--- src/rtl/rf_pkg.sv ---
package rf_pkg;

  typedef enum logic [2:0] {
    PO_NONE  = 3'd0,
    PO_LOAD  = 3'd1,
    PO_INC   = 3'd2,
    PO_DEC   = 3'd3,
    PO_ADD   = 3'd4,
    PO_SWAP  = 3'd5,
    PO_HL2SP = 3'd6,
    PO_HL2PC = 3'd7
  } pair_op_e;

  localparam int NUM_CODES = 8;

  localparam logic [2:0] RC_D = 3'b010;
  localparam logic [2:0] RC_E = 3'b011;
  localparam logic [2:0] RC_H = 3'b100;
  localparam logic [2:0] RC_L = 3'b101;
  localparam logic [2:0] RC_M = 3'b110;
  localparam logic [2:0] RC_A = 3'b111;

  localparam logic [1:0] PS_HL = 2'b10;
  localparam logic [1:0] PS_SP = 2'b11;

endpackage

--- src/rtl/rf_pair_unit.sv ---
module rf_pair_unit
  import rf_pkg::*;
#(
  parameter int DATA_W = 8
) (
  input  pair_op_e                               op,
  input  logic [1:0]                             sel,
  input  logic [2*DATA_W-1:0]                    imm,
  input  logic [NUM_CODES-1:0][DATA_W-1:0]       bank_q,
  input  logic [2*DATA_W-1:0]                    sp_q,
  output logic [NUM_CODES-1:0]                   pw_we,
  output logic [NUM_CODES-1:0][DATA_W-1:0]       pw_d,
  output logic                                   sp_we,
  output logic [2*DATA_W-1:0]                    sp_d,
  output logic                                   pc_we,
  output logic [2*DATA_W-1:0]                    pc_d,
  output logic                                   cy_we,
  output logic                                   cy_d
);

  localparam int PW = 2 * DATA_W;

  logic [PW-1:0] src, hl, de, res;
  logic [PW:0]   sum;
  logic          dest_we, hl_we;

  assign hl  = {bank_q[RC_H], bank_q[RC_L]};
  assign de  = {bank_q[RC_D], bank_q[RC_E]};
  assign src = (sel == PS_SP) ? sp_q : {bank_q[{sel, 1'b0}], bank_q[{sel, 1'b1}]};
  assign sum = {1'b0, hl} + {1'b0, src};

  always_comb begin
    pw_we   = '0;
    pw_d    = '0;
    sp_we   = 1'b0;
    sp_d    = '0;
    pc_we   = 1'b0;
    pc_d    = '0;
    cy_we   = 1'b0;
    cy_d    = 1'b0;
    res     = '0;
    dest_we = 1'b0;
    hl_we   = 1'b0;
    unique case (op)
      PO_LOAD: begin res = imm;              dest_we = 1'b1; end
      PO_INC:  begin res = src + PW'(1);     dest_we = 1'b1; end
      PO_DEC:  begin res = src - PW'(1);     dest_we = 1'b1; end
      PO_ADD: begin
        res   = sum[PW-1:0];
        hl_we = 1'b1;
        cy_we = 1'b1;
        cy_d  = sum[PW];
      end
      PO_SWAP: begin
        pw_we[RC_D] = 1'b1; pw_d[RC_D] = hl[PW-1:DATA_W];
        pw_we[RC_E] = 1'b1; pw_d[RC_E] = hl[DATA_W-1:0];
        pw_we[RC_H] = 1'b1; pw_d[RC_H] = de[PW-1:DATA_W];
        pw_we[RC_L] = 1'b1; pw_d[RC_L] = de[DATA_W-1:0];
      end
      PO_HL2SP: begin sp_we = 1'b1; sp_d = hl; end
      PO_HL2PC: begin pc_we = 1'b1; pc_d = hl; end
      default: ;
    endcase
    if (dest_we) begin
      if (sel == PS_SP) begin
        sp_we = 1'b1;
        sp_d  = res;
      end else begin
        pw_we[{sel, 1'b0}] = 1'b1;
        pw_d[{sel, 1'b0}]  = res[PW-1:DATA_W];
        pw_we[{sel, 1'b1}] = 1'b1;
        pw_d[{sel, 1'b1}]  = res[DATA_W-1:0];
      end
    end
    if (hl_we) begin
      pw_we[RC_H] = 1'b1; pw_d[RC_H] = res[PW-1:DATA_W];
      pw_we[RC_L] = 1'b1; pw_d[RC_L] = res[DATA_W-1:0];
    end
  end

  always_comb begin
    AST_M_NOT_PAIRED: assert (pw_we[RC_M] == 1'b0);
  end

endmodule

--- src/rtl/rf_byte_bank.sv ---
module rf_byte_bank
  import rf_pkg::*;
#(
  parameter int DATA_W = 8
) (
  input  logic                             clk,
  input  logic                             rst_n,
  input  logic                             wr_en,
  input  logic [2:0]                       wr_sel,
  input  logic [DATA_W-1:0]                wr_data,
  input  logic [NUM_CODES-1:0]             pw_we,
  input  logic [NUM_CODES-1:0][DATA_W-1:0] pw_d,
  output logic [NUM_CODES-1:0][DATA_W-1:0] q
);

  for (genvar g = 0; g < NUM_CODES; g++) begin : g_reg
    if (g == int'(RC_M)) begin : g_mem_slot
      assign q[g] = '0;
    end else begin : g_store
      logic [DATA_W-1:0] r;
      logic              byte_hit;
      assign byte_hit = wr_en && (wr_sel == 3'(g));
      always_ff @(posedge clk or negedge rst_n) begin
        if (!rst_n)        r <= '0;
        else if (pw_we[g]) r <= pw_d[g];
        else if (byte_hit) r <= wr_data;
      end
      assign q[g] = r;

      AST_BYTE_WR: assert property (@(posedge clk) disable iff (!rst_n)
        (byte_hit && !pw_we[g]) |=> (q[g] == $past(wr_data)));
      AST_PAIR_WINS: assert property (@(posedge clk) disable iff (!rst_n)
        pw_we[g] |=> (q[g] == $past(pw_d[g])));
    end
  end

endmodule

--- src/rtl/cpu_regfile.sv ---
module cpu_regfile
  import rf_pkg::*;
#(
  parameter int DATA_W = 8
) (
  input  logic                  clk,
  input  logic                  rst_n,
  input  logic                  wr_en,
  input  logic [2:0]            wr_sel,
  input  logic [DATA_W-1:0]     wr_data,
  input  logic [2:0]            rd_sel_a,
  output logic [DATA_W-1:0]     rd_data_a,
  input  logic [2:0]            rd_sel_b,
  output logic [DATA_W-1:0]     rd_data_b,
  input  logic [2:0]            pair_op,
  input  logic [1:0]            pair_sel,
  input  logic [2*DATA_W-1:0]   pair_imm,
  output logic [2*DATA_W-1:0]   hl_ptr,
  output logic [2*DATA_W-1:0]   sp_out,
  output logic [2*DATA_W-1:0]   pc_out,
  output logic                  carry_out
);

  localparam int PW = 2 * DATA_W;

  pair_op_e                         op;
  logic [NUM_CODES-1:0][DATA_W-1:0] bank_q;
  logic [NUM_CODES-1:0]             pw_we;
  logic [NUM_CODES-1:0][DATA_W-1:0] pw_d;
  logic                             sp_we, pc_we, cy_we, cy_d;
  logic [PW-1:0]                    sp_d, pc_d, sp_q, pc_q, de_q;
  logic                             cy_q;

  assign op = pair_op_e'(pair_op);

  rf_pair_unit #(.DATA_W(DATA_W)) u_pair (
    .op(op), .sel(pair_sel), .imm(pair_imm), .bank_q(bank_q), .sp_q(sp_q),
    .pw_we(pw_we), .pw_d(pw_d), .sp_we(sp_we), .sp_d(sp_d),
    .pc_we(pc_we), .pc_d(pc_d), .cy_we(cy_we), .cy_d(cy_d)
  );

  rf_byte_bank #(.DATA_W(DATA_W)) u_bank (
    .clk(clk), .rst_n(rst_n), .wr_en(wr_en), .wr_sel(wr_sel), .wr_data(wr_data),
    .pw_we(pw_we), .pw_d(pw_d), .q(bank_q)
  );

  always_ff @(posedge clk or negedge rst_n) begin
    if (!rst_n) begin
      sp_q <= '0;
      pc_q <= '0;
      cy_q <= 1'b0;
    end else begin
      if (sp_we) sp_q <= sp_d;
      if (pc_we) pc_q <= pc_d;
      if (cy_we) cy_q <= cy_d;
    end
  end

  assign rd_data_a = bank_q[rd_sel_a];
  assign rd_data_b = bank_q[rd_sel_b];
  assign hl_ptr    = {bank_q[RC_H], bank_q[RC_L]};
  assign de_q      = {bank_q[RC_D], bank_q[RC_E]};
  assign sp_out    = sp_q;
  assign pc_out    = pc_q;
  assign carry_out = cy_q;

  AST_PC_HOLD: assert property (@(posedge clk) disable iff (!rst_n)
    (op != PO_HL2PC) |=> $stable(pc_q));
  AST_CARRY_HOLD: assert property (@(posedge clk) disable iff (!rst_n)
    (op != PO_ADD) |=> $stable(cy_q));
  AST_SWAP_HL: assert property (@(posedge clk) disable iff (!rst_n)
    (op == PO_SWAP) |=> (hl_ptr == $past(de_q)));
  AST_SWAP_DE: assert property (@(posedge clk) disable iff (!rst_n)
    (op == PO_SWAP) |=> (de_q == $past(hl_ptr)));
  AST_SHIFT: assert property (@(posedge clk) disable iff (!rst_n)
    (op == PO_ADD && pair_sel == PS_HL) |=>
      ({cy_q, hl_ptr} == {$past(hl_ptr), 1'b0}));
  AST_SP_INC: assert property (@(posedge clk) disable iff (!rst_n)
    (op == PO_INC && pair_sel == PS_SP) |=> (sp_q == $past(sp_q) + PW'(1)));

endmodule

--- config.mk ---
export PLATFORM = sky130hd
export DESIGN_NAME = cpu_regfile
export DESIGN_NICKNAME = d
export VERILOG_FILES = /design/src/rtl/rf_pkg.sv /design/src/rtl/rf_pair_unit.sv /design/src/rtl/rf_byte_bank.sv /design/src/rtl/cpu_regfile.sv
export SDC_FILE = /design/constraint.sdc
export NUM_CORES = 1
export LEC_CHECK = 0
export BUFFER_PORTS_ARGS = -buffer_cell sky130_fd_sc_hd__buf_2
export CELL_PAD_IN_SITES_DETAIL_PLACEMENT = 2
export CELL_PAD_IN_SITES_GLOBAL_PLACEMENT = 2
export CORE_UTILIZATION = 34
export CTS_BUF_LIST = sky130_fd_sc_hd__clkbuf_4 sky130_fd_sc_hd__clkbuf_8
export CTS_CLUSTER_SIZE = 8
export DETAILED_ROUTE_END_ITERATION = 8
export GPL_ROUTABILITY_DRIVEN = 0
export GPL_TIMING_DRIVEN = 0
export MAX_ROUTING_LAYER = met4
export PLACE_DENSITY_LB_ADDON = 0.12
export SLEW_MARGIN = 15
export SYNTH_ARGS = -nofsm -noshare
export SYNTH_HDL_FRONTEND = slang
export SYNTH_SLANG_ARGS = --single-unit
--- constraint.sdc ---
create_clock -name clk -period 3.33 [get_ports clk]
set_input_delay 0 -clock clk [delete_from_list [all_inputs] [get_ports clk]]
set_output_delay 0 -clock clk [all_outputs]
set_load 0.05 [all_outputs]
==> report_table.html, run 1 <==
<table>
<tr><th>Metric</th><th>Value</th></tr>
<tr><th colspan="2">Status</th></tr>
<tr><td>Outcome</td><td>finished with violations</td></tr>
<tr><td>Violations in the final reports</td><td>negative setup slack</td></tr>
<tr><th colspan="2">Global routing</th></tr>
<tr><td>Gr ovfl total</td><td>0</td></tr>
<tr><td>Number of global-route vias before repair</td><td>~8,100</td></tr>
<tr><td>Total routing resource utilization after global routing</td><td>30.3%</td></tr>
<tr><td>Global-route wire length before repair</td><td>49,500 µm</td></tr>
<tr><td>Largest net degree at the start of global routing</td><td>55</td></tr>
<tr><td>Antenna violations before repair</td><td>0</td></tr>
<tr><th colspan="2">Drt</th></tr>
<tr><td>Number of search-and-repair iterations in the first detailed-routing pass</td><td>5</td></tr>
<tr><td>Vias</td><td>7,607</td></tr>
<tr><td>Detailed Route Iter0 Violations</td><td>approximately 360</td></tr>
<tr><td>Number of remaining DRC errors</td><td>0</td></tr>
<tr><td>Routed wire length per instance</td><td>about 28 µm</td></tr>
<tr><td>DR vias/cell</td><td>between 6 and 7</td></tr>
<tr><td>Total detailed-routing wirelength</td><td>33,800 µm</td></tr>
<tr><td>Remaining antenna violation count after routing</td><td>0</td></tr>
<tr><th colspan="2">Die</th></tr>
<tr><td>Row count</td><td>between 50 and 60</td></tr>
<tr><td>Die span in x</td><td>approximately 150 µm</td></tr>
<tr><td>Die Y-Extent</td><td>approximately 150 µm</td></tr>
<tr><td>Number of ports placed on the die boundary</td><td>around 110</td></tr>
<tr><td>Initial core utilization</td><td>34.6%</td></tr>
<tr><td>Die Outline Area</td><td>~23,000 µm²</td></tr>
<tr><td>Core footprint</td><td>roughly 22,000 µm²</td></tr>
<tr><th colspan="2">Clock network</th></tr>
<tr><td>Inserted Clock Buffers</td><td>9</td></tr>
<tr><td>Sinks on the clock net</td><td>89</td></tr>
<tr><td>Number of H-tree levels</td><td>3</td></tr>
<tr><td>Clock root buffer master</td><td>clkbuf_8</td></tr>
<tr><td>Clock input transition at the sequential cells of the worst setup and hold paths</td><td>around 100 ps</td></tr>
<tr><td>Clock latency reported for the late side of the worst-skew pair</td><td>between 300 and 400 ps</td></tr>
<tr><td>Clock tree from TritonCTS</td><td>done</td></tr>
<tr><td>Longest Clk Path Bufs</td><td>2</td></tr>
<tr><th colspan="2">Pwr</th></tr>
<tr><td>Max rail drop VDD</td><td>~0.43 mV</td></tr>
<tr><td>Total power density per cell area</td><td>between 700 and 800 nW/µm²</td></tr>
<tr><td>Leakage Power</td><td>between 4 and 5 nW</td></tr>
<tr><th colspan="2">Timing</th></tr>
<tr><td>Slew @ Worst Pin</td><td>roughly 1200 ps</td></tr>
<tr><td>Final Max Tran Viols</td><td>0</td></tr>
<tr><td>Clock period minus worst slack</td><td>3490 ps</td></tr>
<tr><td>Final number of setup-violating endpoints</td><td>15</td></tr>
<tr><td>Worst Skew</td><td>roughly 14 ps</td></tr>
<tr><td>Crit path setup slack, layout</td><td>-164 ps</td></tr>
<tr><td>Worst relative slew slack</td><td>22.2%</td></tr>
<tr><td>Endpoints failing hold</td><td>0</td></tr>
<tr><td>Setup repair after global routing missed its margin</td><td>true</td></tr>
<tr><td>Maximum achievable frequency</td><td>0.286 GHz</td></tr>
<tr><td>Final worst path period share</td><td>105%</td></tr>
<tr><th colspan="2">Synthesis</th></tr>
<tr><td>Synthesis warning total</td><td>0</td></tr>
<tr><td>Post-synth EDFFs</td><td>0</td></tr>
<tr><td>Netlist area before placement</td><td>around 7500 µm²</td></tr>
<tr><td>Sequential-to-total area share from yosys stat</td><td>between 20 and 30%</td></tr>
<tr><td>Main synth FF type</td><td>dfrtp_1</td></tr>
<tr><td>Post-synthesis async set-or-reset flop share</td><td>100%</td></tr>
<tr><td>Most numerous cell in the Yosys netlist</td><td>dfrtp_1</td></tr>
<tr><td>Number of nets in the synthesized netlist</td><td>851</td></tr>
<tr><td>Area share of the leading cell type in the synthesized netlist</td><td>between 20 and 30%</td></tr>
<tr><td>Largest cells by area after synthesis</td><td>dfrtp_1 30%, mux4_2 9.0%, mux2_2 6.4%, ha_1 5.0%, a22oi_1 4.9%</td></tr>
<tr><td>Count of different cell masters after synthesis</td><td>72</td></tr>
<tr><td>Post-Synthesis Cells</td><td>between 700 and 800</td></tr>
<tr><td>Cell types with the highest counts after synthesis</td><td>89 x dfrtp_1, 59 x nand2_1, 57 x nor2_1, 54 x o21ai_0, 49 x a22oi_1</td></tr>
<tr><td>Mean cell area of the mapped netlist</td><td>9.67 µm²</td></tr>
<tr><td>Cell taking the most area after synthesis</td><td>dfrtp_1</td></tr>
<tr><td>Synthesized flop and latch total</td><td>89</td></tr>
<tr><th colspan="2">Setup path</th></tr>
<tr><td>Arrival time worst endpoint</td><td>around 3800 ps</td></tr>
<tr><td>Element type at the critical path start</td><td>flip-flop</td></tr>
<tr><td>Worst-case reg-to-reg path depth</td><td>12</td></tr>
<tr><td>CP Launch Point</td><td>u_bank.g_reg[1].g_store.r[0]</td></tr>
<tr><td>End of the worst register-to-register path</td><td>u_bank.g_reg[2].g_store.r[4]</td></tr>
<tr><td>Critical R2R Launch</td><td>u_bank.g_reg[1].g_store.r[0]</td></tr>
<tr><td>Maximum fanout along the worst path</td><td>4</td></tr>
<tr><td>Reg2Reg Setup Slack</td><td>-160 ps</td></tr>
<tr><td>Type of the worst setup path</td><td>flip-flop to flip-flop</td></tr>
<tr><td>Worst Path Required</td><td>3590 ps</td></tr>
<tr><td>CP Capture Type</td><td>flip-flop</td></tr>
<tr><th colspan="2">Placed design</th></tr>
<tr><td>HPWL after detailed placement</td><td>25,400 µm</td></tr>
<tr><td>Post-placement worst setup slack</td><td>-969 ps</td></tr>
<tr><td>I/O Buffers</td><td>around 100</td></tr>
<tr><td>Total placed instance area</td><td>between 8000 and 9000 µm²</td></tr>
<tr><th colspan="2">Cells and area</th></tr>
<tr><td>Fin nets</td><td>1,015</td></tr>
<tr><td>Count of antenna diodes in the layout</td><td>0</td></tr>
<tr><td>Core Util, Final</td><td>43.6%</td></tr>
<tr><td>Sequential cell area</td><td>2260 µm²</td></tr>
<tr><td>Combined area of the multi-input logic cells</td><td>5310 µm²</td></tr>
<tr><td>Share of post-route cells with drive strength above 1</td><td>a little under two fifths</td></tr>
<tr><td>Relative area change from synthesis to final layout</td><td>26.1%</td></tr>
<tr><td>Final cell area excluding filler cells</td><td>9490 µm²</td></tr>
<tr><td>Fill cells</td><td>2,385</td></tr>
<tr><th colspan="2">Worst hold path</th></tr>
<tr><td>Endpoint with the worst hold slack</td><td>u_bank.g_reg[7].g_store.r[0]</td></tr>
<tr><td>Cell depth of the worst hold path</td><td>2</td></tr>
<tr><td>Startpoint of the most critical hold path</td><td>wr_data[0]</td></tr>
<tr><td>Tightest Hold Check Type</td><td>input pin to flip-flop</td></tr>
<tr><th colspan="2">Run</th></tr>
<tr><td>Count of max-cap constraint violations</td><td>0</td></tr>
</table>
worst max-delay path by stage:
stage	endpoint	cells past startpoint
after floorplan	u_bank.g_reg[4].g_store.r[2]	11
after global placement	u_bank.g_reg[4].g_store.r[1]	13
after detailed placement	u_bank.g_reg[4].g_store.r[1]	14
after CTS	u_bank.g_reg[4].g_store.r[1]	12
after global routing	u_bank.g_reg[4].g_store.r[4]	12
final	u_bank.g_reg[2].g_store.r[4]	12
per-layer routing:
layer / GRT usage (%) / vias to the layer above / wire length (µm)
li1: - / 3329 / -
met1: 37.5 / 3952 / 14600
met2: 50.6 / 251 / 16600
met3: 3.30 / 75 / 1280
met4: 11.5 / 0 / 1290
met5: - / - / 0
report_power, final:
group	leakage (nW)	internal, mW	switching [mW]	total (mW)
Sequential	1.06	1.40	0.415	1.82
Combinational	2.87	1.71	2.74	4.46
Clock	0.110	0.421	0.434	0.855
worst max-delay path, stage by stage, from the launching register on:
cell       delay, ps
dfrtp_2          450
mux4_2           530
ha_4             190
fa_2             370
a21oi_4          200
o21bai_4         100
a2111oi_4        360
buf_4            200
nor2_2            50
a311oi_2         390
o21ai_4          160
a221oi_2         270
o21ai_1           90
repair_timing:
action,CTS,global route
resized for setup,66,39
buffers inserted,23,28
endpoints found under the setup margin,45,40
pin swaps,20,19
hold buffers,4,0
endpoints found under the hold margin,38,0
gates cloned,0,0
cell type report:
cell class                      count  share of cell area [%]
Buffer                             66                    3.77
Inverter                            8                   0.356
Clock buffer                       13                    1.82
Tap cell                          280                    3.69
Sequential cell                    89                    23.8
Timing Repair Buffer              155                    10.1
Multi-Input combinational cell    613                    56.0
Clock inverter                      3                   0.488
placed cells by master, fill, tap and decap left out, types with 9 or more instances in the layout:
cell type and n:
a22oi_1 49, a21o_1 14, nand3_1 11, xnor2_1 14, clkbuf_8 13, ha_1 22, a211oi_1 11, a21oi_1 21
mux4_2 32, buf_4 67, nor2_1 53, o21ai_0 48, nand2b_1 10, dfrtp_2 25, mux2i_1 27, nor2b_1 16
nand2_1 59, o221ai_1 10, clkbuf_1 32, buf_2 100, dfrtp_1 64, nor3_1 14, a221oi_1 9, o21ai_1 11
mux2_2 43
cell families after synthesis:
kind of cell | synth area share, %
compound gates | 23.7
simple gates | 13.1
mux | 20.5
flops | 29.6
buf+inv | 4.92
fa+ha+maj | 5.52
xor+xnor | 2.66
flip-flops by register name (all words and copies together) (netlist names):
signal,count
sp_out,16
carry_out,1
pc_out,16
u_bank.g.g_store.r,56
metrics by stage:
stage	power, mW	instances	setup TNS [ps]	hold slack (ps)
finish	7.13	1227	-1250	39.3
global route	7.47	1227	-2730	19.1
CTS	6.74	1200	-84.5	29.4
detailed placement	5.55	1158	-30420	8.41
global placement	5.40	1156	-22590	349
floorplan	4.42	778	0	-296
(Power assumes the default switching activity.)
==> run 2: changes to the inputs <==
- CORE_ASPECT_RATIO: unset -> 1.4
==> report_table.html, run 2 (synthesized netlist as in run 1, its figures left out) <==
<table>
<tr><th>Metric</th><th>Value</th></tr>
<tr><th colspan="2">Pwr</th></tr>
<tr><td>Portion of total power attributed to the clock network</td><td>11.8% (-0.2 points)</td></tr>
<tr><td>Leakage Power</td><td>4.04 nW (about the same)</td></tr>
<tr><td>Sequential power share</td><td>25.8% (+0.3 points)</td></tr>
<tr><td>Switching power total</td><td>3.57 mW (-0.76%)</td></tr>
<tr><td>Total power density per cell area</td><td>747 nW/µm² (-0.57%)</td></tr>
<tr><td>Switching power as a share of total power</td><td>50.7% (+0.27 points)</td></tr>
<tr><td>Max rail drop VDD</td><td>0.396 mV (-7.1%)</td></tr>
<tr><td>Post-layout power</td><td>7.04 mW (-1.3%)</td></tr>
<tr><td>Power share of the combinational group</td><td>62.4% (about the same)</td></tr>
<tr><td>Internal power contribution</td><td>3.47 mW (-1.8%)</td></tr>
<tr><th colspan="2">Setup path</th></tr>
<tr><td>CP Capture Type</td><td>flip-flop</td></tr>
<tr><td>Cell with the biggest individual delay on the critical path</td><td>mux4_2</td></tr>
<tr><td>Reg2Reg Setup Slack</td><td>-140 ps (+20 ps)</td></tr>
<tr><td>Worst-case reg-to-reg path depth</td><td>13 (+1)</td></tr>
<tr><td>Ordered cell list for the critical path</td><td>mux4_2, ha_4, fa_2, a21oi_4, o21bai_4, a2111oi_4, buf_4, nor2_4, a311oi_4, o21ai_4, buf_6, a221oi_2, o21ai_1</td></tr>
<tr><td>Stage delay of the slowest cell on the critical path</td><td>540 ps (about the same)</td></tr>
<tr><td>End of the worst register-to-register path</td><td>u_bank.g_reg[4].g_store.r[4]</td></tr>
<tr><td>Worst Path Required</td><td>3590 ps (about the same)</td></tr>
<tr><td>Element type at the critical path start</td><td>flip-flop</td></tr>
<tr><td>Critical R2R Launch</td><td>u_bank.g_reg[1].g_store.r[0]</td></tr>
<tr><td>Maximum fanout along the worst path</td><td>4 (unchanged)</td></tr>
<tr><td>Arrival time worst endpoint</td><td>3730 ps (-20 ps)</td></tr>
<tr><td>Type of the worst setup path</td><td>flip-flop to flip-flop</td></tr>
<tr><th colspan="2">Clock network</th></tr>
<tr><td>Clock tree from TritonCTS</td><td>done</td></tr>
<tr><td>Clock root buffer master</td><td>clkbuf_8</td></tr>
<tr><td>Clock latency reported for the late side of the worst-skew pair</td><td>390 ps (about the same)</td></tr>
<tr><td>Number of H-tree levels</td><td>3 (unchanged)</td></tr>
<tr><td>Sinks on the clock net</td><td>89 (unchanged)</td></tr>
<tr><td>Clock input transition at the sequential cells of the worst setup and hold paths</td><td>90 ps (about the same)</td></tr>
<tr><td>Longest Clk Path Bufs</td><td>2 (unchanged)</td></tr>
<tr><td>Inserted Clock Buffers</td><td>9 (unchanged)</td></tr>
<tr><th colspan="2">Cells and area</th></tr>
<tr><td>Core Util, Final</td><td>43.2% (-0.37 points)</td></tr>
<tr><td>Fin nets</td><td>1,014 (-0.099%)</td></tr>
<tr><td>Share of post-route cells with drive strength above 1</td><td>35.9% (-1.9 points)</td></tr>
<tr><td>Count of antenna diodes in the layout</td><td>0 (unchanged)</td></tr>
<tr><td>Largest register FFs</td><td>56 (unchanged)</td></tr>
<tr><td>Most frequent cells in the layout</td><td>98 x buf_2, 70 x dfrtp_1, 66 x buf_4</td></tr>
<tr><td>Relative area change from synthesis to final layout</td><td>25.2%</td></tr>
<tr><td>Fill cells</td><td>2,412 (+1.1%)</td></tr>
<tr><td>Largest reg by FF count</td><td>u_bank.g.g_store.r</td></tr>
<tr><td>Leading cell type in the layout, fill and taps excluded</td><td>buf_2</td></tr>
<tr><th colspan="2">Placed design</th></tr>
<tr><td>HPWL after detailed placement</td><td>26,000 µm (+2.4%)</td></tr>
<tr><td>I/O Buffers</td><td>98 (unchanged)</td></tr>
<tr><td>Post-placement worst setup slack</td><td>-987 ps (-18.1 ps)</td></tr>
<tr><th colspan="2">Status</th></tr>
<tr><td>Violations in the final reports</td><td>negative setup slack</td></tr>
<tr><td>Outcome</td><td>finished with violations</td></tr>
<tr><th colspan="2">Global routing</th></tr>
<tr><td>Total routing resource utilization after global routing</td><td>30.6% (+0.32 points)</td></tr>
<tr><td>Number of global-route vias before repair</td><td>8,345 (+3.5%)</td></tr>
<tr><td>Global-route wire length before repair</td><td>50,200 µm (+1.5%)</td></tr>
<tr><td>Antenna violations before repair</td><td>0 (unchanged)</td></tr>
<tr><td>Gr ovfl total</td><td>0 (unchanged)</td></tr>
<tr><td>Largest net degree at the start of global routing</td><td>53 (-3.6%)</td></tr>
<tr><th colspan="2">Drt</th></tr>
<tr><td>Remaining antenna violation count after routing</td><td>0 (unchanged)</td></tr>
<tr><td>Detailed Route Iter0 Violations</td><td>473 (+30%)</td></tr>
<tr><td>Vias</td><td>7,592 (-0.20%)</td></tr>
<tr><td>Total detailed-routing wirelength</td><td>33,300 µm (-1.5%)</td></tr>
<tr><td>DR vias/cell</td><td>6.11 (-1.5%)</td></tr>
<tr><td>Number of remaining DRC errors</td><td>0 (unchanged)</td></tr>
<tr><td>Routed wire length per instance</td><td>26.8 µm (-2.8%)</td></tr>
<tr><td>Number of search-and-repair iterations in the first detailed-routing pass</td><td>5 (unchanged)</td></tr>
<tr><th colspan="2">Timing</th></tr>
<tr><td>Slew @ Worst Pin</td><td>1240 ps (+72.2 ps)</td></tr>
<tr><td>Crit path setup slack, layout</td><td>-145 ps (+19.6 ps)</td></tr>
<tr><td>Final worst path period share</td><td>104% (-0.59 points)</td></tr>
<tr><td>Clock period minus worst slack</td><td>3470 ps (-19.6 ps)</td></tr>
<tr><td>Worst Skew</td><td>17.4 ps (+3.22 ps)</td></tr>
<tr><td>Setup repair after global routing missed its margin</td><td>true</td></tr>
<tr><td>Final number of setup-violating endpoints</td><td>17 (+2)</td></tr>
<tr><td>Worst relative slew slack</td><td>17.4% (-4.8 points)</td></tr>
<tr><td>Maximum achievable frequency</td><td>0.288 GHz (+0.56%)</td></tr>
<tr><td>Endpoints failing hold</td><td>0 (unchanged)</td></tr>
<tr><td>Final Max Tran Viols</td><td>0 (unchanged)</td></tr>
<tr><th colspan="2">Worst hold path</th></tr>
<tr><td>Cell depth of the worst hold path</td><td>2 (unchanged)</td></tr>
<tr><td>Tightest Hold Check Type</td><td>input pin to flip-flop</td></tr>
<tr><td>Endpoint with the worst hold slack</td><td>u_bank.g_reg[7].g_store.r[0]</td></tr>
<tr><td>Startpoint of the most critical hold path</td><td>wr_data[0]</td></tr>
<tr><th colspan="2">Die</th></tr>
<tr><td>Core footprint</td><td>21,800 µm² (+0.11%)</td></tr>
<tr><td>Die Y-Extent</td><td>178 µm (+18%)</td></tr>
<tr><td>Number of ports placed on the die boundary</td><td>106 (unchanged)</td></tr>
<tr><td>Initial core utilization</td><td>34.5% (-0.040 points)</td></tr>
<tr><td>Row count</td><td>64 (+19%)</td></tr>
<tr><td>Die span in x</td><td>128 µm (-15%)</td></tr>
<tr><td>Die Outline Area</td><td>22,700 µm² (about the same)</td></tr>
<tr><th colspan="2">Run</th></tr>
<tr><td>Count of max-cap constraint violations</td><td>0 (unchanged)</td></tr>
</table>
run 2: cell type report:
type	count	area [µm²]	area share, %
Clock buffer	10	138	1.46
Buffer	66	360	3.83
Multi-Input combinational cell	613	5250	55.7
Clock inverter	6	71.3	0.757
Sequential cell	89	2250	23.9
Timing Repair Buffer	154	951	10.1
Tap cell	297	372	3.95
Inverter	8	30.0	0.319
run 2: per-layer routing:
metal / track usage [%] / up-vias / wire, µm
li1: - / 3342 / -
met1: 33.7 / 3932 / 12700
met2: 56.1 / 240 / 18000
met3: 2.37 / 78 / 1010
met4: 13.7 / 0 / 1570
met5: - / - / 0
run 2: worst max-delay path by stage:
stage	slack, ps	to	cells past startpoint	from
floorplan	10	u_bank.g_reg[4].g_store.r[2]	11	sp_out[0]
global placement	-830	u_bank.g_reg[4].g_store.r[0]	14	pair_sel[1]
detailed placement	-990	u_bank.g_reg[4].g_store.r[1]	13	pair_sel[1]
CTS	-140	u_bank.g_reg[4].g_store.r[4]	13	u_bank.g_reg[3].g_store.r[0]
global route	-240	u_bank.g_reg[4].g_store.r[4]	13	u_bank.g_reg[3].g_store.r[0]
finish	-140	u_bank.g_reg[4].g_store.r[4]	13	u_bank.g_reg[1].g_store.r[0]
run 2: critical path: cells and delay by family (launching register included):
family                     cells  cell delay [ps]
AOI/OAI and AO/OA              7             1350
adders and majority gates      2              620
buffers and inverters          2              350
DFF                            1              440
muxes                          1              540
and+or+nand+nor                1               50
run 2: what timing repair did:
| action | in CTS | in global routing |
|---|---|---|
| pin swaps | 19 | 20 |
| setup buffers | 29 | 21 |
| hold buffers | 4 | 0 |
| resized for setup | 48 | 39 |
| hold endpoints to repair | 40 | 0 |
| setup endpoints to repair | 46 | 39 |
run 2: power groups by stage:
stage          logic, mW  clock network [mW]  registers, mW
6_report            4.39               0.828           1.82
5_1_grt             4.66               0.871           1.85
4_1_cts             4.04               0.839           1.83
3_5_place_dp        3.62                   0           1.92
3_3_place_gp        3.51                   0           1.88
2_1_floorplan       2.28                   0           2.14
run 2: per-stage QoR:
| stage | instances | instance area [µm²] | hold slack [ps] | TNS (ps) |
|---|---|---|---|---|
| after global placement | 1173 | 8410 | 358 | -23730 |
| after CTS | 1223 | 9110 | 7.81 | -1040 |
| after floorplan | 778 | 7550 | -296 | 0 |
| final | 1243 | 9420 | 32.5 | -1240 |
| after global routing | 1243 | 9420 | 12.5 | -3420 |
| after detailed placement | 1175 | 8450 | 12.4 | -30740 |
==> run 3: changes to the inputs <==
- CORE_UTILIZATION: 34 -> 35
- SYNTH_HIERARCHICAL: unset -> 1
==> report_table.html, run 3 <==
<table>
<tr><th>Metric</th><th>Value</th></tr>
<tr><th colspan="2">Setup path</th></tr>
<tr><td>Stage delay of the slowest cell on the critical path</td><td>450 ps (-90 ps)</td></tr>
<tr><td>Element type at the critical path start</td><td>flip-flop</td></tr>
<tr><td>Maximum fanout along the worst path</td><td>3 (-1)</td></tr>
<tr><td>Worst Path Required</td><td>3580 ps (about the same)</td></tr>
<tr><td>Type of the worst setup path</td><td>flip-flop to flip-flop</td></tr>
<tr><td>Cell type with the highest occurrence count on the critical path</td><td>o21ai_1</td></tr>
<tr><td>Ordered cell list for the critical path</td><td>mux2_4, nor2_4, a21oi_4, ha_4, fa_2, a211oi_2, o21bai_2, a31o_4, a211o_1, xor2_1, a22oi_1, o21ai_1, nand2_1, o21ai_1</td></tr>
<tr><td>Arrival time worst endpoint</td><td>3520 ps (-210 ps)</td></tr>
<tr><td>CP Capture Type</td><td>flip-flop</td></tr>
<tr><td>Cell with the biggest individual delay on the critical path</td><td>dfrtp_2</td></tr>
<tr><th colspan="2">Placed design</th></tr>
<tr><td>HPWL after detailed placement</td><td>27,600 µm (+6.2%)</td></tr>
<tr><td>Post-placement worst setup slack</td><td>-1200 ps (-217 ps)</td></tr>
<tr><td>I/O Buffers</td><td>98 (unchanged)</td></tr>
<tr><th colspan="2">Cells and area</th></tr>
<tr><td>Largest reg by FF count</td><td>u_bank/g.g_store.r</td></tr>
<tr><td>Count of antenna diodes in the layout</td><td>0 (unchanged)</td></tr>
<tr><td>Leading cell type in the layout, fill and taps excluded</td><td>nand2_1</td></tr>
<tr><td>Fill cells</td><td>2,496 (+3.5%)</td></tr>
<tr><td>Fin nets</td><td>1,037 (+2.3%)</td></tr>
<tr><td>Most frequent cells in the layout</td><td>113 x nand2_1, 105 x buf_2, 64 x dfrtp_1, 64 x o21ai_0</td></tr>
<tr><td>Share of post-route cells with drive strength above 1</td><td>34.9% (-1.1 points)</td></tr>
<tr><td>Largest register FFs</td><td>56 (unchanged)</td></tr>
<tr><td>Core Util, Final</td><td>43.0% (-0.28 points)</td></tr>
<tr><td>Relative area change from synthesis to final layout</td><td>20.7%</td></tr>
<tr><th colspan="2">Clock network</th></tr>
<tr><td>Clock latency reported for the late side of the worst-skew pair</td><td>390 ps (about the same)</td></tr>
<tr><td>Sinks on the clock net</td><td>89 (unchanged)</td></tr>
<tr><td>Number of H-tree levels</td><td>3 (unchanged)</td></tr>
<tr><td>Clock tree from TritonCTS</td><td>done</td></tr>
<tr><td>Clock root buffer master</td><td>clkbuf_8</td></tr>
<tr><td>Longest Clk Path Bufs</td><td>2 (unchanged)</td></tr>
<tr><td>Clock input transition at the sequential cells of the worst setup and hold paths</td><td>110 ps (+20 ps)</td></tr>
<tr><td>Inserted Clock Buffers</td><td>9 (unchanged)</td></tr>
<tr><th colspan="2">Global routing</th></tr>
<tr><td>Global-route wire length before repair</td><td>52,200 µm (+3.9%)</td></tr>
<tr><td>Gr ovfl total</td><td>0 (unchanged)</td></tr>
<tr><td>Largest net degree at the start of global routing</td><td>56 (+5.7%)</td></tr>
<tr><td>Number of global-route vias before repair</td><td>8,390 (+0.54%)</td></tr>
<tr><td>Antenna violations before repair</td><td>0 (unchanged)</td></tr>
<tr><td>Total routing resource utilization after global routing</td><td>31.5% (+0.88 points)</td></tr>
<tr><th colspan="2">Timing</th></tr>
<tr><td>Final worst path period share</td><td>98.2% (-6.1 points)</td></tr>
<tr><td>Final Max Tran Viols</td><td>0 (unchanged)</td></tr>
<tr><td>Endpoints failing hold</td><td>0 (unchanged)</td></tr>
<tr><td>Crit path setup slack, layout</td><td>59.0 ps (+204 ps)</td></tr>
<tr><td>Fin Hold WS</td><td>21.7 ps (-10.8 ps)</td></tr>
<tr><td>Setup repair after global routing missed its margin</td><td>true</td></tr>
<tr><td>Worst relative slew slack</td><td>43.8% (+26 points)</td></tr>
<tr><td>Slew @ Worst Pin</td><td>844 ps (-393 ps)</td></tr>
<tr><td>Final number of setup-violating endpoints</td><td>0 (-17)</td></tr>
<tr><td>Maximum achievable frequency</td><td>0.306 GHz (+6.2%)</td></tr>
<tr><td>Worst Skew</td><td>20.5 ps (+3.07 ps)</td></tr>
<tr><td>Clock period minus worst slack</td><td>3270 ps (-204 ps)</td></tr>
<tr><th colspan="2">Drt</th></tr>
<tr><td>Remaining antenna violation count after routing</td><td>0 (unchanged)</td></tr>
<tr><td>Total detailed-routing wirelength</td><td>35,000 µm (+5.2%)</td></tr>
<tr><td>Number of search-and-repair iterations in the first detailed-routing pass</td><td>5 (unchanged)</td></tr>
<tr><td>Number of remaining DRC errors</td><td>0 (unchanged)</td></tr>
<tr><td>Routed wire length per instance</td><td>27.6 µm (+3.0%)</td></tr>
<tr><td>Detailed Route Iter0 Violations</td><td>395 (-16%)</td></tr>
<tr><td>DR vias/cell</td><td>5.89 (-3.6%)</td></tr>
<tr><td>Vias</td><td>7,477 (-1.5%)</td></tr>
<tr><th colspan="2">Status</th></tr>
<tr><td>Outcome</td><td>finished, final reports clean</td></tr>
<tr><th colspan="2">Worst hold path</th></tr>
<tr><td>Tightest Hold Check Type</td><td>input pin to flip-flop</td></tr>
<tr><th colspan="2">Die</th></tr>
<tr><td>Die span in x</td><td>130 µm (+1.6%)</td></tr>
<tr><td>Number of ports placed on the die boundary</td><td>106 (unchanged)</td></tr>
<tr><td>Initial core utilization</td><td>35.6% (+1.1 points)</td></tr>
<tr><td>Die Outline Area</td><td>23,400 µm² (+3.1%)</td></tr>
<tr><td>Die Y-Extent</td><td>181 µm (+1.6%)</td></tr>
<tr><td>Row count</td><td>65 (+1.6%)</td></tr>
<tr><td>Core footprint</td><td>22,400 µm² (+3.1%)</td></tr>
<tr><th colspan="2">Synthesis</th></tr>
<tr><td>Synthesis warning total</td><td>6 (+6)</td></tr>
<tr><td>Netlist area before placement</td><td>7990 µm² (+6.2%)</td></tr>
<tr><td>Mean cell area of the mapped netlist</td><td>9.89 µm² (+2.3%)</td></tr>
<tr><td>Post-Synthesis Cells</td><td>808 (+3.9%)</td></tr>
<tr><th colspan="2">Run</th></tr>
<tr><td>Count of max-cap constraint violations</td><td>0 (unchanged)</td></tr>
<tr><th colspan="2">Pwr</th></tr>
<tr><td>Total power density per cell area</td><td>367 nW/µm² (-51%)</td></tr>
<tr><td>Leakage Power</td><td>4.48 nW (+11%)</td></tr>
<tr><td>Max rail drop VDD</td><td>0.275 mV (-31%)</td></tr>
</table>
[run 3: cell types whose count changed in the layout (fill, tap and decap cells not counted), sizes merged, moves of 30 or more]
| cell | before | now |
|---|---|---|
| nand2 | 59 | 113 |
| o21ai | 62 | 106 |
| a22oi | 49 | 13 |
| nor2 | 57 | 25 |
| mux2i | 29 | 59 |
[run 3: repair_timing]
action,CTS,global route
hold endpoints to repair,54,0
gates resized for setup,46,44
endpoints found under the setup margin,49,30
buffers inserted,12,19
pin swaps,7,15
hold buffers,1,0
[run 3: final cells by class]
type                       instances  area, µm²  area share [%]
inverter                           9       33.8           0.350
clock inverter                     7       47.5           0.493
clock buffer                       9        124            1.28
tap                              301        377            3.91
sequential                        89       2260            23.4
timing repair buffer             131        756            7.84
buffer                            71        454            4.71
multi-input combinational        653       5590            58.0
[run 3: final timing paths]
path | start | endpoint | slack (ps) | depth (start not counted)
setup reg to reg | u_bank/g_reg[5].g_store.r[0] | u_bank/g_reg[4].g_store.r[6] | 60 | 14
hold reg to reg | pc_out[8] | pc_out[8] | 510 | 1
setup / recovery | u_bank/g_reg[5].g_store.r[0] | u_bank/g_reg[4].g_store.r[6] | 60 | 14
min in group asynchronous | rst_n | u_bank/g_reg[1].g_store.r[5] | 240 | 2
hold / removal | wr_data[7] | u_bank/g_reg[0].g_store.r[7] | 20 | 3
max in group asynchronous | rst_n | u_bank/g_reg[2].g_store.r[2] | 2360 | 3
[run 3: power breakdown]
| group | switching [mW] | leakage [nW] | internal, mW |
|---|---|---|---|
| Clock | 0.454 | 0.0733 | 0.269 |
| Sequential | 0.173 | 1.16 | 1.18 |
| Combinational | 0.918 | 3.25 | 0.542 |
[run 3: critical path: cells and delay by family, from the launching register on]
kind | cells | cell delay, ps
adder cells (fa/ha/maj) | 2 | 540
flip-flops | 1 | 450
multiplexers | 1 | 290
AO/OA/AOI/OAI | 8 | 1470
XOR/XNOR | 1 | 170
AND/OR/NAND/NOR | 2 | 200
[run 3: metrics by stage]
| stage | instances | setup TNS, ps | cell area, µm² | power, mW |
|---|---|---|---|---|
| floorplan | 823 | 0 | 8050 | 2.20 |
| global placement | 1222 | -35380 | 8910 | 2.62 |
| detailed placement | 1223 | -39470 | 8940 | 2.68 |
| CTS | 1252 | -67.9 | 9340 | 3.46 |
| global route | 1270 | -61.7 | 9640 | 3.66 |
| finish | 1270 | 0 | 9640 | 3.54 |
[run 3: per-layer routing]
layer	global-route usage [%]	part of all wire, %	routed length (µm)	vias to the layer above
met5	-	0	0	-
met4	13.9	4.3	1520	0
met3	2.58	2.7	954	63
met2	57.4	54	18800	202
met1	34.2	39	13700	3897
li1	-	-	-	3315
